<file path="config.mk">
export PLATFORM = sky130hd
export DESIGN_NAME = ls_agu
export DESIGN_NICKNAME = d
export VERILOG_FILES = /design/src/rtl/agu_pkg.sv /design/src/rtl/agu_offset_gen.sv /design/src/rtl/agu_addr_sum.sv /design/src/rtl/agu_out_stage.sv /design/src/rtl/ls_agu.sv
export SDC_FILE = /design/constraint.sdc
export NUM_CORES = 1
export LEC_CHECK = 0
export ABC_AREA = 1
export CORE_MARGIN = 10
export CORE_UTILIZATION = 30
export CTS_BUF_LIST = sky130_fd_sc_hd__clkbuf_8
export DETAILED_ROUTE_END_ITERATION = 6
export DONT_BUFFER_PORTS = 1
export PLACE_DENSITY_LB_ADDON = 0.05
export SLEW_MARGIN = 20
export SYNTH_ARGS = -nofsm -noshare
export SYNTH_HDL_FRONTEND = slang
export SYNTH_SLANG_ARGS = --single-unit
</file>
<file path="constraint.sdc">
create_clock -name clk -period 8.64 [get_ports clk]
set_input_delay 0.432 -clock clk [delete_from_list [all_inputs] [get_ports clk]]
set_output_delay 0.432 -clock clk [all_outputs]
set_load 0.005 [all_outputs]
</file>
<file path="src/rtl/agu_pkg.sv">
package agu_pkg;
  typedef enum logic [2:0] {
    AM_UIMM = 3'd0,
    AM_SIMM = 3'd1,
    AM_PRE  = 3'd2,
    AM_POST = 3'd3,
    AM_REG  = 3'd4,
    AM_LIT  = 3'd5,
    AM_RSV6 = 3'd6,
    AM_RSV7 = 3'd7
  } agu_mode_e;

  typedef enum logic [1:0] {
    IX_FULL  = 2'd0,
    IX_UXT32 = 2'd1,
    IX_SXT32 = 2'd2,
    IX_FULLB = 2'd3
  } agu_ext_e;
endpackage

</file>
<file path="src/rtl/agu_offset_gen.sv">
module agu_offset_gen
  import agu_pkg::*;
#(
  parameter int ADDR_W = 64,
  parameter int UIMM_W = 12,
  parameter int SIMM_W = 9,
  parameter int LIT_W  = 19,
  parameter int LIT_SH = 2,
  parameter int NIDX_W = 32,
  parameter int SZ_W   = 2
) (
  input  logic [2:0]        mode,
  input  logic [SZ_W-1:0]   size,
  input  logic [LIT_W-1:0]  imm,
  input  logic [ADDR_W-1:0] index,
  input  logic [1:0]        idx_ext,
  input  logic              idx_shift,
  output logic [ADDR_W-1:0] offset,
  output logic              keep_base,
  output logic              wb_en
);
  logic [ADDR_W-1:0] uimm_off, simm_off, lit_off, idx_wide, reg_off;
  logic [SZ_W-1:0]   idx_sh;
  agu_mode_e         m;

  assign m        = agu_mode_e'(mode);
  assign uimm_off = ADDR_W'(imm[UIMM_W-1:0]) << size;
  assign simm_off = {{(ADDR_W-SIMM_W){imm[SIMM_W-1]}}, imm[SIMM_W-1:0]};
  assign lit_off  = {{(ADDR_W-LIT_W){imm[LIT_W-1]}}, imm} << LIT_SH;
  assign idx_sh   = idx_shift ? size : '0;

  always_comb begin
    case (agu_ext_e'(idx_ext))
      IX_UXT32: idx_wide = {{(ADDR_W-NIDX_W){1'b0}}, index[NIDX_W-1:0]};
      IX_SXT32: idx_wide = {{(ADDR_W-NIDX_W){index[NIDX_W-1]}}, index[NIDX_W-1:0]};
      default:  idx_wide = index;
    endcase
  end

  assign reg_off = idx_wide << idx_sh;

  always_comb begin
    offset    = '0;
    keep_base = 1'b0;
    wb_en     = 1'b0;
    case (m)
      AM_UIMM: offset = uimm_off;
      AM_SIMM: offset = simm_off;
      AM_PRE: begin
        offset = simm_off;
        wb_en  = 1'b1;
      end
      AM_POST: begin
        offset    = simm_off;
        keep_base = 1'b1;
        wb_en     = 1'b1;
      end
      AM_REG:  offset = reg_off;
      AM_LIT:  offset = lit_off;
      default: offset = '0;
    endcase
  end
endmodule

</file>
<file path="src/rtl/agu_addr_sum.sv">
module agu_addr_sum #(
  parameter int ADDR_W = 64,
  parameter int SZ_W   = 2
) (
  input  logic [ADDR_W-1:0] base,
  input  logic [ADDR_W-1:0] offset,
  input  logic              keep_base,
  input  logic              wb_en,
  input  logic [SZ_W-1:0]   size,
  output logic [ADDR_W-1:0] addr,
  output logic [ADDR_W-1:0] wb_data,
  output logic              misaligned
);
  localparam int LOW_W = (1 << SZ_W) - 1;

  logic [ADDR_W-1:0] sum;
  logic [LOW_W-1:0]  low_mask;

  assign sum      = base + offset;
  assign addr     = keep_base ? base : sum;
  assign wb_data  = wb_en ? sum : '0;
  assign low_mask = LOW_W'((1 << size) - 1);

  generate
    if (LOW_W > 0) begin : g_align
      assign misaligned = |(addr[LOW_W-1:0] & low_mask);
    end else begin : g_noalign
      assign misaligned = 1'b0;
    end
  endgenerate
endmodule

</file>
<file path="src/rtl/agu_out_stage.sv">
module agu_out_stage #(
  parameter int ADDR_W = 64
) (
  input  logic              clk,
  input  logic              rst_n,
  input  logic              in_valid,
  output logic              in_ready,
  input  logic [ADDR_W-1:0] d_addr,
  input  logic [ADDR_W-1:0] d_wb_data,
  input  logic              d_wb_en,
  input  logic              d_misaligned,
  output logic              out_valid,
  input  logic              out_ready,
  output logic [ADDR_W-1:0] q_addr,
  output logic [ADDR_W-1:0] q_wb_data,
  output logic              q_wb_en,
  output logic              q_misaligned
);
  logic take;

  assign in_ready = !out_valid || out_ready;
  assign take     = in_valid && in_ready;

  always_ff @(posedge clk) begin
    if (!rst_n) begin
      out_valid    <= 1'b0;
      q_addr       <= '0;
      q_wb_data    <= '0;
      q_wb_en      <= 1'b0;
      q_misaligned <= 1'b0;
    end else if (in_ready) begin
      out_valid <= in_valid;
      if (take) begin
        q_addr       <= d_addr;
        q_wb_data    <= d_wb_data;
        q_wb_en      <= d_wb_en;
        q_misaligned <= d_misaligned;
      end
    end
  end

  AST_STALL_HOLD: assert property (@(posedge clk) disable iff (!rst_n)
    out_valid && !out_ready |=> out_valid && $stable(q_addr) && $stable(q_wb_data) && $stable(q_wb_en));
  AST_DRAIN_EMPTY: assert property (@(posedge clk) disable iff (!rst_n)
    out_valid && out_ready && !in_valid |=> !out_valid);
endmodule

</file>
<file path="src/rtl/ls_agu.sv">
module ls_agu
  import agu_pkg::*;
#(
  parameter int ADDR_W = 64,
  parameter int UIMM_W = 12,
  parameter int SIMM_W = 9,
  parameter int LIT_W  = 19,
  parameter int LIT_SH = 2,
  parameter int NIDX_W = 32,
  parameter int SZ_W   = 2
) (
  input  logic              clk,
  input  logic              rst_n,
  input  logic              in_valid,
  output logic              in_ready,
  input  logic [2:0]        in_mode,
  input  logic [SZ_W-1:0]   in_size,
  input  logic [LIT_W-1:0]  in_imm,
  input  logic [ADDR_W-1:0] in_base,
  input  logic [ADDR_W-1:0] in_index,
  input  logic [1:0]        in_idx_ext,
  input  logic              in_idx_shift,
  output logic              out_valid,
  input  logic              out_ready,
  output logic [ADDR_W-1:0] out_addr,
  output logic [ADDR_W-1:0] out_wb_data,
  output logic              out_wb_en,
  output logic              out_misaligned
);
  logic [ADDR_W-1:0] offset, c_addr, c_wb_data;
  logic              keep_base, c_wb_en, c_mis;

  agu_offset_gen #(
    .ADDR_W(ADDR_W), .UIMM_W(UIMM_W), .SIMM_W(SIMM_W), .LIT_W(LIT_W),
    .LIT_SH(LIT_SH), .NIDX_W(NIDX_W), .SZ_W(SZ_W)
  ) u_off (
    .mode(in_mode), .size(in_size), .imm(in_imm), .index(in_index),
    .idx_ext(in_idx_ext), .idx_shift(in_idx_shift),
    .offset(offset), .keep_base(keep_base), .wb_en(c_wb_en)
  );

  agu_addr_sum #(.ADDR_W(ADDR_W), .SZ_W(SZ_W)) u_sum (
    .base(in_base), .offset(offset), .keep_base(keep_base), .wb_en(c_wb_en),
    .size(in_size), .addr(c_addr), .wb_data(c_wb_data), .misaligned(c_mis)
  );

  agu_out_stage #(.ADDR_W(ADDR_W)) u_out (
    .clk(clk), .rst_n(rst_n), .in_valid(in_valid), .in_ready(in_ready),
    .d_addr(c_addr), .d_wb_data(c_wb_data), .d_wb_en(c_wb_en), .d_misaligned(c_mis),
    .out_valid(out_valid), .out_ready(out_ready),
    .q_addr(out_addr), .q_wb_data(out_wb_data), .q_wb_en(out_wb_en),
    .q_misaligned(out_misaligned)
  );

  AST_POST_KEEPS_BASE: assert property (@(posedge clk) disable iff (!rst_n)
    in_valid && in_ready && in_mode == AM_POST |=> out_addr == $past(in_base));
  AST_PRE_WB_MATCH: assert property (@(posedge clk) disable iff (!rst_n)
    in_valid && in_ready && in_mode == AM_PRE |=> out_wb_en && out_wb_data == out_addr);
  AST_NO_WB_OTHER: assert property (@(posedge clk) disable iff (!rst_n)
    in_valid && in_ready && in_mode != AM_PRE && in_mode != AM_POST
    |=> !out_wb_en && out_wb_data == '0);
  AST_BYTE_ALIGNED: assert property (@(posedge clk) disable iff (!rst_n)
    in_valid && in_ready && in_size == '0 |=> !out_misaligned);
  AST_INDIRECT_BASE: assert property (@(posedge clk) disable iff (!rst_n)
    in_valid && in_ready && in_mode == AM_UIMM && in_imm[UIMM_W-1:0] == '0
    |=> out_addr == $past(in_base));
endmodule

</file>
* Word-level counts from Yosys, hierarchy flattened
Cells that the tools add are included.
Operators by class: muxes and demuxes 7, reductions and logical operators 8, shifts and indexed selects 3, eq/ne operators 7, $add $sub $neg 2, bitwise operators 1
Operator list (number):
- $pmux W64 S4 | 1
- $mux W64 | 2
- $pmux W64 S2 | 1
- $add A64 B64 Y64 | 1
- $shl A12 B2 Y64 | 1
- $shl A64 B2 Y64 | 1
- $eq A3 B2 Y1 const B | 2
- $eq A3 B3 Y1 const B | 2
- $reduce_or A3 Y1 | 2
- $and A3 B3 Y3 | 1
- $eq A3 B1 Y1 const B | 1
- $logic_not A3 Y1 | 1
- $shl A1 B2 Y3 const A | 1
- $sub A3 B2 Y3 const B | 1
- $eq A2 B1 Y1 const B | 1
- $eq A2 B2 Y1 const B | 1
- $mux W1 | 2
- $mux W2 | 1
- $reduce_and A2 Y1 | 1
- $reduce_or A2 Y1 | 1
- $logic_and A1 B1 Y1 | 1
- $logic_not A1 Y1 | 1
- $logic_or A1 B1 Y1 | 1
Storage, ports and cells: output and inout bits 132, input port bits 159, bits in registers 131

* Depth between registers and ports, before layout
depth after elaboration 8, depth in mapped cells 25

* Cells and area by module
Synthesis repeated with hierarchy kept, for this count alone.
Second synthesis, totals: cell total of the unflattened synthesis 2992, area total of the unflattened synthesis 15582.4 um^2
By module, submodules not included:
- agu_addr_sum | area each 6950.4 um^2, cells each 1532, instances 1
- agu_out_stage | area each 5793.1 um^2, cells each 857, instances 1
- agu_offset_gen | area each 2839.0 um^2, cells each 603, instances 1

* Least setup slack after synthesis
Ideal clock, no wire load.
kind input port to flip-flop, start input port in_idx_ext[0], end register u_out.q_addr[63], arrival 3.016 ns, data required time 8.509 ns, setup time 0.131 ns, stages 21, buffers on the path 2, slack 5.493 ns, path through inv_1 -> ha_1 -> buf_2 -> buf_2 -> nand2_1 -> nand2_1 -> nor2_1 -> a31oi_1 -> a221o_1 -> ha_1 -> nand2_1 -> nor2_1 -> nand2_1 -> inv_1 -> nand2_1 -> nor3_1 -> nand2_1 -> nand3_1 -> nand3_1 -> nand2_1 -> a21oi_2
On the way: longest elaborated chain between the ends 6, elaborated cells between the ends (all ways) 7
RTL lines:
- from (decl) | line ls_agu.sv:21 | input logic [1:0] in_idx_ext,
- $eq A2 B2 Y1 / $eq A2 B1 Y1 (equally long branches) | line agu_offset_gen.sv:33 | case (agu_ext_e'(idx_ext))
- $pmux W64 S2 (*) | line agu_offset_gen.sv:33
- $shl A64 B2 Y64 (*) | line agu_offset_gen.sv:40 | assign reg_off = idx_wide << idx_sh;
- $pmux W64 S4 (*) | line agu_offset_gen.sv:46 | case (m)
- $add A64 B64 Y64 (*) | line agu_addr_sum.sv:19 | assign sum = base + offset;
- $mux W64 (*) | line agu_addr_sum.sv:20 | assign addr = keep_base ? base : sum;
- to (signal assigned) | line agu_out_stage.sv:34 | q_addr <= d_addr;
- to (decl) | line agu_out_stage.sv:14 | output logic [ADDR_W-1:0] q_addr,
Mark *: on every way between the ends. The rest lies on a longest branch, timed or not. A chain may end at the register's enable or synchronous reset.

* Final worst setup path
start input port in_size[0], end register u_out.q_addr[60]
On the way: longest elaborated chain between the ends 5, elaborated cells between the ends (all ways) 6
RTL lines:
- from (decl) | line ls_agu.sv:17 | input logic [SZ_W-1:0] in_size,
- $mux W2 | line agu_offset_gen.sv:30 | assign idx_sh = idx_shift ? size : '0;
- $shl A64 B2 Y64 | line agu_offset_gen.sv:40
- $pmux W64 S4 (*) | line agu_offset_gen.sv:46
- $add A64 B64 Y64 (*) | line agu_addr_sum.sv:19
- $mux W64 (*) | line agu_addr_sum.sv:20
Marked as above.

==> summary.txt <==
Floorplan
  – # rows: 77
  – Core area: 0.04432 sq mm
  – Die area: 0.05386 sq mm
  – Chip height: 232.1 um
  – Die Wd: 232.1 um
  – IO Count: 291
  – Starting Density: 0.3045

Yosys
  – Top cells by area, synth: nand2_1 (30%), dfxtp_1 (19%), inv_1 (10%), a21oi_1 (6.3%), ha_1 (5.9%)
  – Avg Inst Size Synth: 5.410 sq um
  – Yosys top cell by area: nand2_1
  – Yosys top cell area share: 0.2952
  – Post-Syn Instances: 2494
  – Register area share after synthesis: 0.1944
  – Post-Syn Nets: 2718
  – Yosys reg bits: 131
  – Distinct cell type count after synthesis: 45
  – Syn Std Cell Area: 0.01349 sq mm
  – Warnings from Yosys: 0

Timing
  – Post-layout min period: 3.946 ns
  – Fin crit share: 0.4567
  – Worst-margin pin slew: 0.9598 ns
  – Hold_ws: 0.07085 ns
  – Setup TNS: 0 ns
  – Skew final: 0.02277 ns
  – Final hold vios: 0
  – Final Setup Violations: 0
  – Max transition margin: 0.3579
  – Slew Limit Fails: 0
  – RSZ-0062 raised after global routing: false
  – Fmax: 253.5 MHz

Detailed routing
  – Pre-Repair DR Iteration Count: 6
  – Antenna Nets Post-Route: 0
  – Via Count: 15016
  – Vias per inst: 4.957
  – Starting DRT DRC Count: 1221
  – Wire per inst: 21.11 um
  – Drt drc: 0
  – Final wirelength: 63.94 mm

Setup path
  – Startpoint Class: input port
  – Type of destination of the critical path: flop
  – Crit-path cells: nand2_4 > inv_2 > nand2_1 > nand2_1 > a22oi_1 > nand3_1 > ha_1 > nand2_1 > nor2_1 > nand3_1 > nand3b_1 > nand2_1 > nand2_1 > nand2_1 > nand3_1 > nand3_1 > nand2_1 > a21oi_2
  – Critical Path RT: 8.99 ns
  – CP max stage cell: nand2_4
  – Kind of critical path: input port to flop
  – CP max FO: 99
  – FF-to-FF End: u_out.q_addr[45]
  – Most frequent CP cell: nand2_1
  – FF-to-FF path depth: 8
  – Reg2reg setup slack: 5.45 ns
  – FF-to-FF Start: u_out.out_valid
  – CP peak stage delay: 0.61 ns
  – Critical path arrival: 4.29 ns

Clock tree
  – CTS tree: done
  – Post-cts sizing count: 0
  – Total CTS buffers: 17
  – Max clock buf depth: 2
  – Clock sinks: 131
  – H-tree depth: 4
  – Clock-pin slew on the worst setup and hold paths: 0.09 ns
  – Skew-Pair Late Insertion Delay: 0.52 ns
  – Hold_buf cts: 0
  – # Post-CTS Setup Buffers: 0
  – Root buffer cell: clkbuf_8

Power and ir drop
  – Power Internal: 1193 uW
  – Design Power: 2196 uW
  – Part of the power in combinational logic: 0.429
  – Sw Pwr: 1003 uW
  – Leakage: 0.007579 uW
  – Sw Share: 0.4569
  – Max VDD drop: 0.0001026 V
  – Clock network fraction of total power: 0.254
  – Cell Pwr Density: 154.0 mW/mm^2
  – Sequential share of power: 0.318

Worst hold path
  – Hold path endpoint: u_out.q_addr[6]
  – Hold Crit Start: rst_n
  – Hold path cells: 2
  – Hold WC Path Type: input port to flop

Placed design
  – Placed inst area: 0.01386 sq mm
  – Cells after DPL: 2996
  – Post-DP HPWL: 53.90 mm
  – IO Port Bufs: 0
  – Gpl congestion: 0.9344

Final layout
  – Fraction of layout cells with a size suffix above 1: 0.04639
  – Multi-input gate area: 0.009027 sq mm
  – P&R area growth vs syn: 5.675%
  – # fillers: 5248
  – Fin cells: 3029
  – Nets: 2647
  – Final std cell area, no fill: 0.01426 sq mm
  – Register area: 0.002623 sq mm

Global route
  – Gr usage total: 0.2298
  – First-pass GRT wire length: 91.77 mm
  – Grt total ovfl: 0
  – Vias in the first global route: 13672
  – Largest net degree at the start of global routing: 100
  – Initial antenna violation count: 3

Job
  – Maxcap violations: 0

Outcome
  – Status: completed
-- power by group through the flow --
stage               sequential, uW  combinational, uW  clock, uW
floorplan                      690                634          0
global placement               714                933          0
detailed placement             715                928          0
CTS                            701                931        573
global route                   705               1050        590
finish                         698                941        557
-- flip-flops by register name (all words and copies together) (netlist names) --
| register | count |
|---|---|
| u_out.out_valid | 1 |
| u_out.q_wb_en | 1 |
| u_out.q_addr | 64 |
| u_out.q_misaligned | 1 |
| u_out.q_wb_data | 64 |
-- worst max-delay path: cells and delay by family --
kind,cells,cell delay [ns]
and+or+nand+nor,14,2.68
adders and majority gates,1,0.43
buffers and inverters,1,0.41
AOI/OAI and AO/OA,2,0.32
-- how the worst max path moves through the flow --
stage	from	slack [ns]	end	depth (start not counted)
final	in_size[0]	4.69	u_out.q_addr[60]	18
after global routing	in_mode[0]	4.34	u_out.q_wb_data[46]	25
after CTS	in_mode[0]	4.72	u_out.q_wb_data[46]	24
after detailed placement	in_mode[0]	4.17	u_out.q_wb_data[46]	24
after global placement	in_mode[0]	4.11	u_out.q_wb_data[46]	25
after floorplan	in_idx_ext[0]	5.49	u_out.q_addr[63]	21
-- synthesized netlist by cell type (all sizes together) --
| cell type | number |
|---|---|
| a21oi | 177 |
| or2 | 8 |
| fa | 1 |
| nand3 | 97 |
| buf | 30 |
| nand3b | 7 |
| dlymetal6s4s | 1 |
| mux2i | 1 |
| o21ai | 61 |
| dfxtp | 131 |
| nand4 | 5 |
| ha | 64 |
| nand2 | 1074 |
| and2 | 2 |
| a22oi | 9 |
| xnor2 | 9 |
| dlymetal6s2s | 1 |
| inv | 375 |
| o211ai | 12 |
| o21a | 1 |
| a211o | 2 |
| xor2 | 21 |
| o22ai | 7 |
| o2111ai | 5 |
| o21bai | 3 |
| clkinv | 2 |
| nor3 | 19 |
| a31oi | 35 |
| clkbuf | 65 |
| nor2 | 229 |
| a221o | 40 |
-- final cells by class --
cell class | count | area share
Timing Repair Buffer | 7 | 0.003685
Tap cell | 592 | 0.05195
Inverter | 377 | 0.09942
Antenna cell | 1 | 0.0001755
Clock buffer | 19 | 0.01834
Multi-Input combinational cell | 1889 | 0.6331
Clock inverter | 13 | 0.009389
Sequential cell | 131 | 0.1839
-- per-stage QoR --
stage,utilization,setup slack [ns]
after floorplan,-,5.493
after global placement,0.3127,4.109
after detailed placement,0.3127,4.169
after CTS,0.3217,4.716
after global routing,0.3217,4.342
final,0.3217,4.694
-- logic make-up (layout without fill, tap and decap cells) --
group                    Yosys count  after routing  share of synthesized area
AO/OA/AOI/OAI                    352            352                     0.1581
multiplexers                       1              1                  0.0007419
AND/OR/NAND/NOR                 1441           1441                     0.4273
XOR/XNOR                          30             30                    0.01947
flip-flops                       131            131                     0.1944
adder cells (fa/ha/maj)           65             65                    0.06083
other                              0              1                          0
buffers and inverters            474            416                     0.1392
-- layer usage --
metal  up-vias  routed length, um  global-route usage
met1      6871              33190              0.3548
met3        25               5627             0.06230
met4         2                433             0.03084
met2       487              24670              0.3102
li1       7631                  -                   -
met5         -                 17                   0
-- cell usage in the layout, fill, tap and decap left out, types with 3 or more instances in the layout --
cell type / instances
a21oi_2: 8
a21oi_1: 169
nor2_2: 18
o2111ai_1: 5
clkbuf_8: 19
nor2_4: 3
or2_2: 6
nor3_1: 10
nor3_2: 9
o21ai_0: 60
nand2_2: 13
nand2_1: 1059
o211ai_1: 12
inv_1: 364
a31oi_1: 35
xor2_1: 21
o21bai_1: 3
nand3_1: 94
buf_4: 7
dfxtp_1: 131
a22oi_1: 9
clkinv_2: 6
nand3b_1: 7
nand4_1: 5
nor2_1: 208
o22ai_1: 7
inv_2: 11
xnor2_1: 9
ha_1: 64
a221o_1: 40
(Power assumes the default switching activity.)
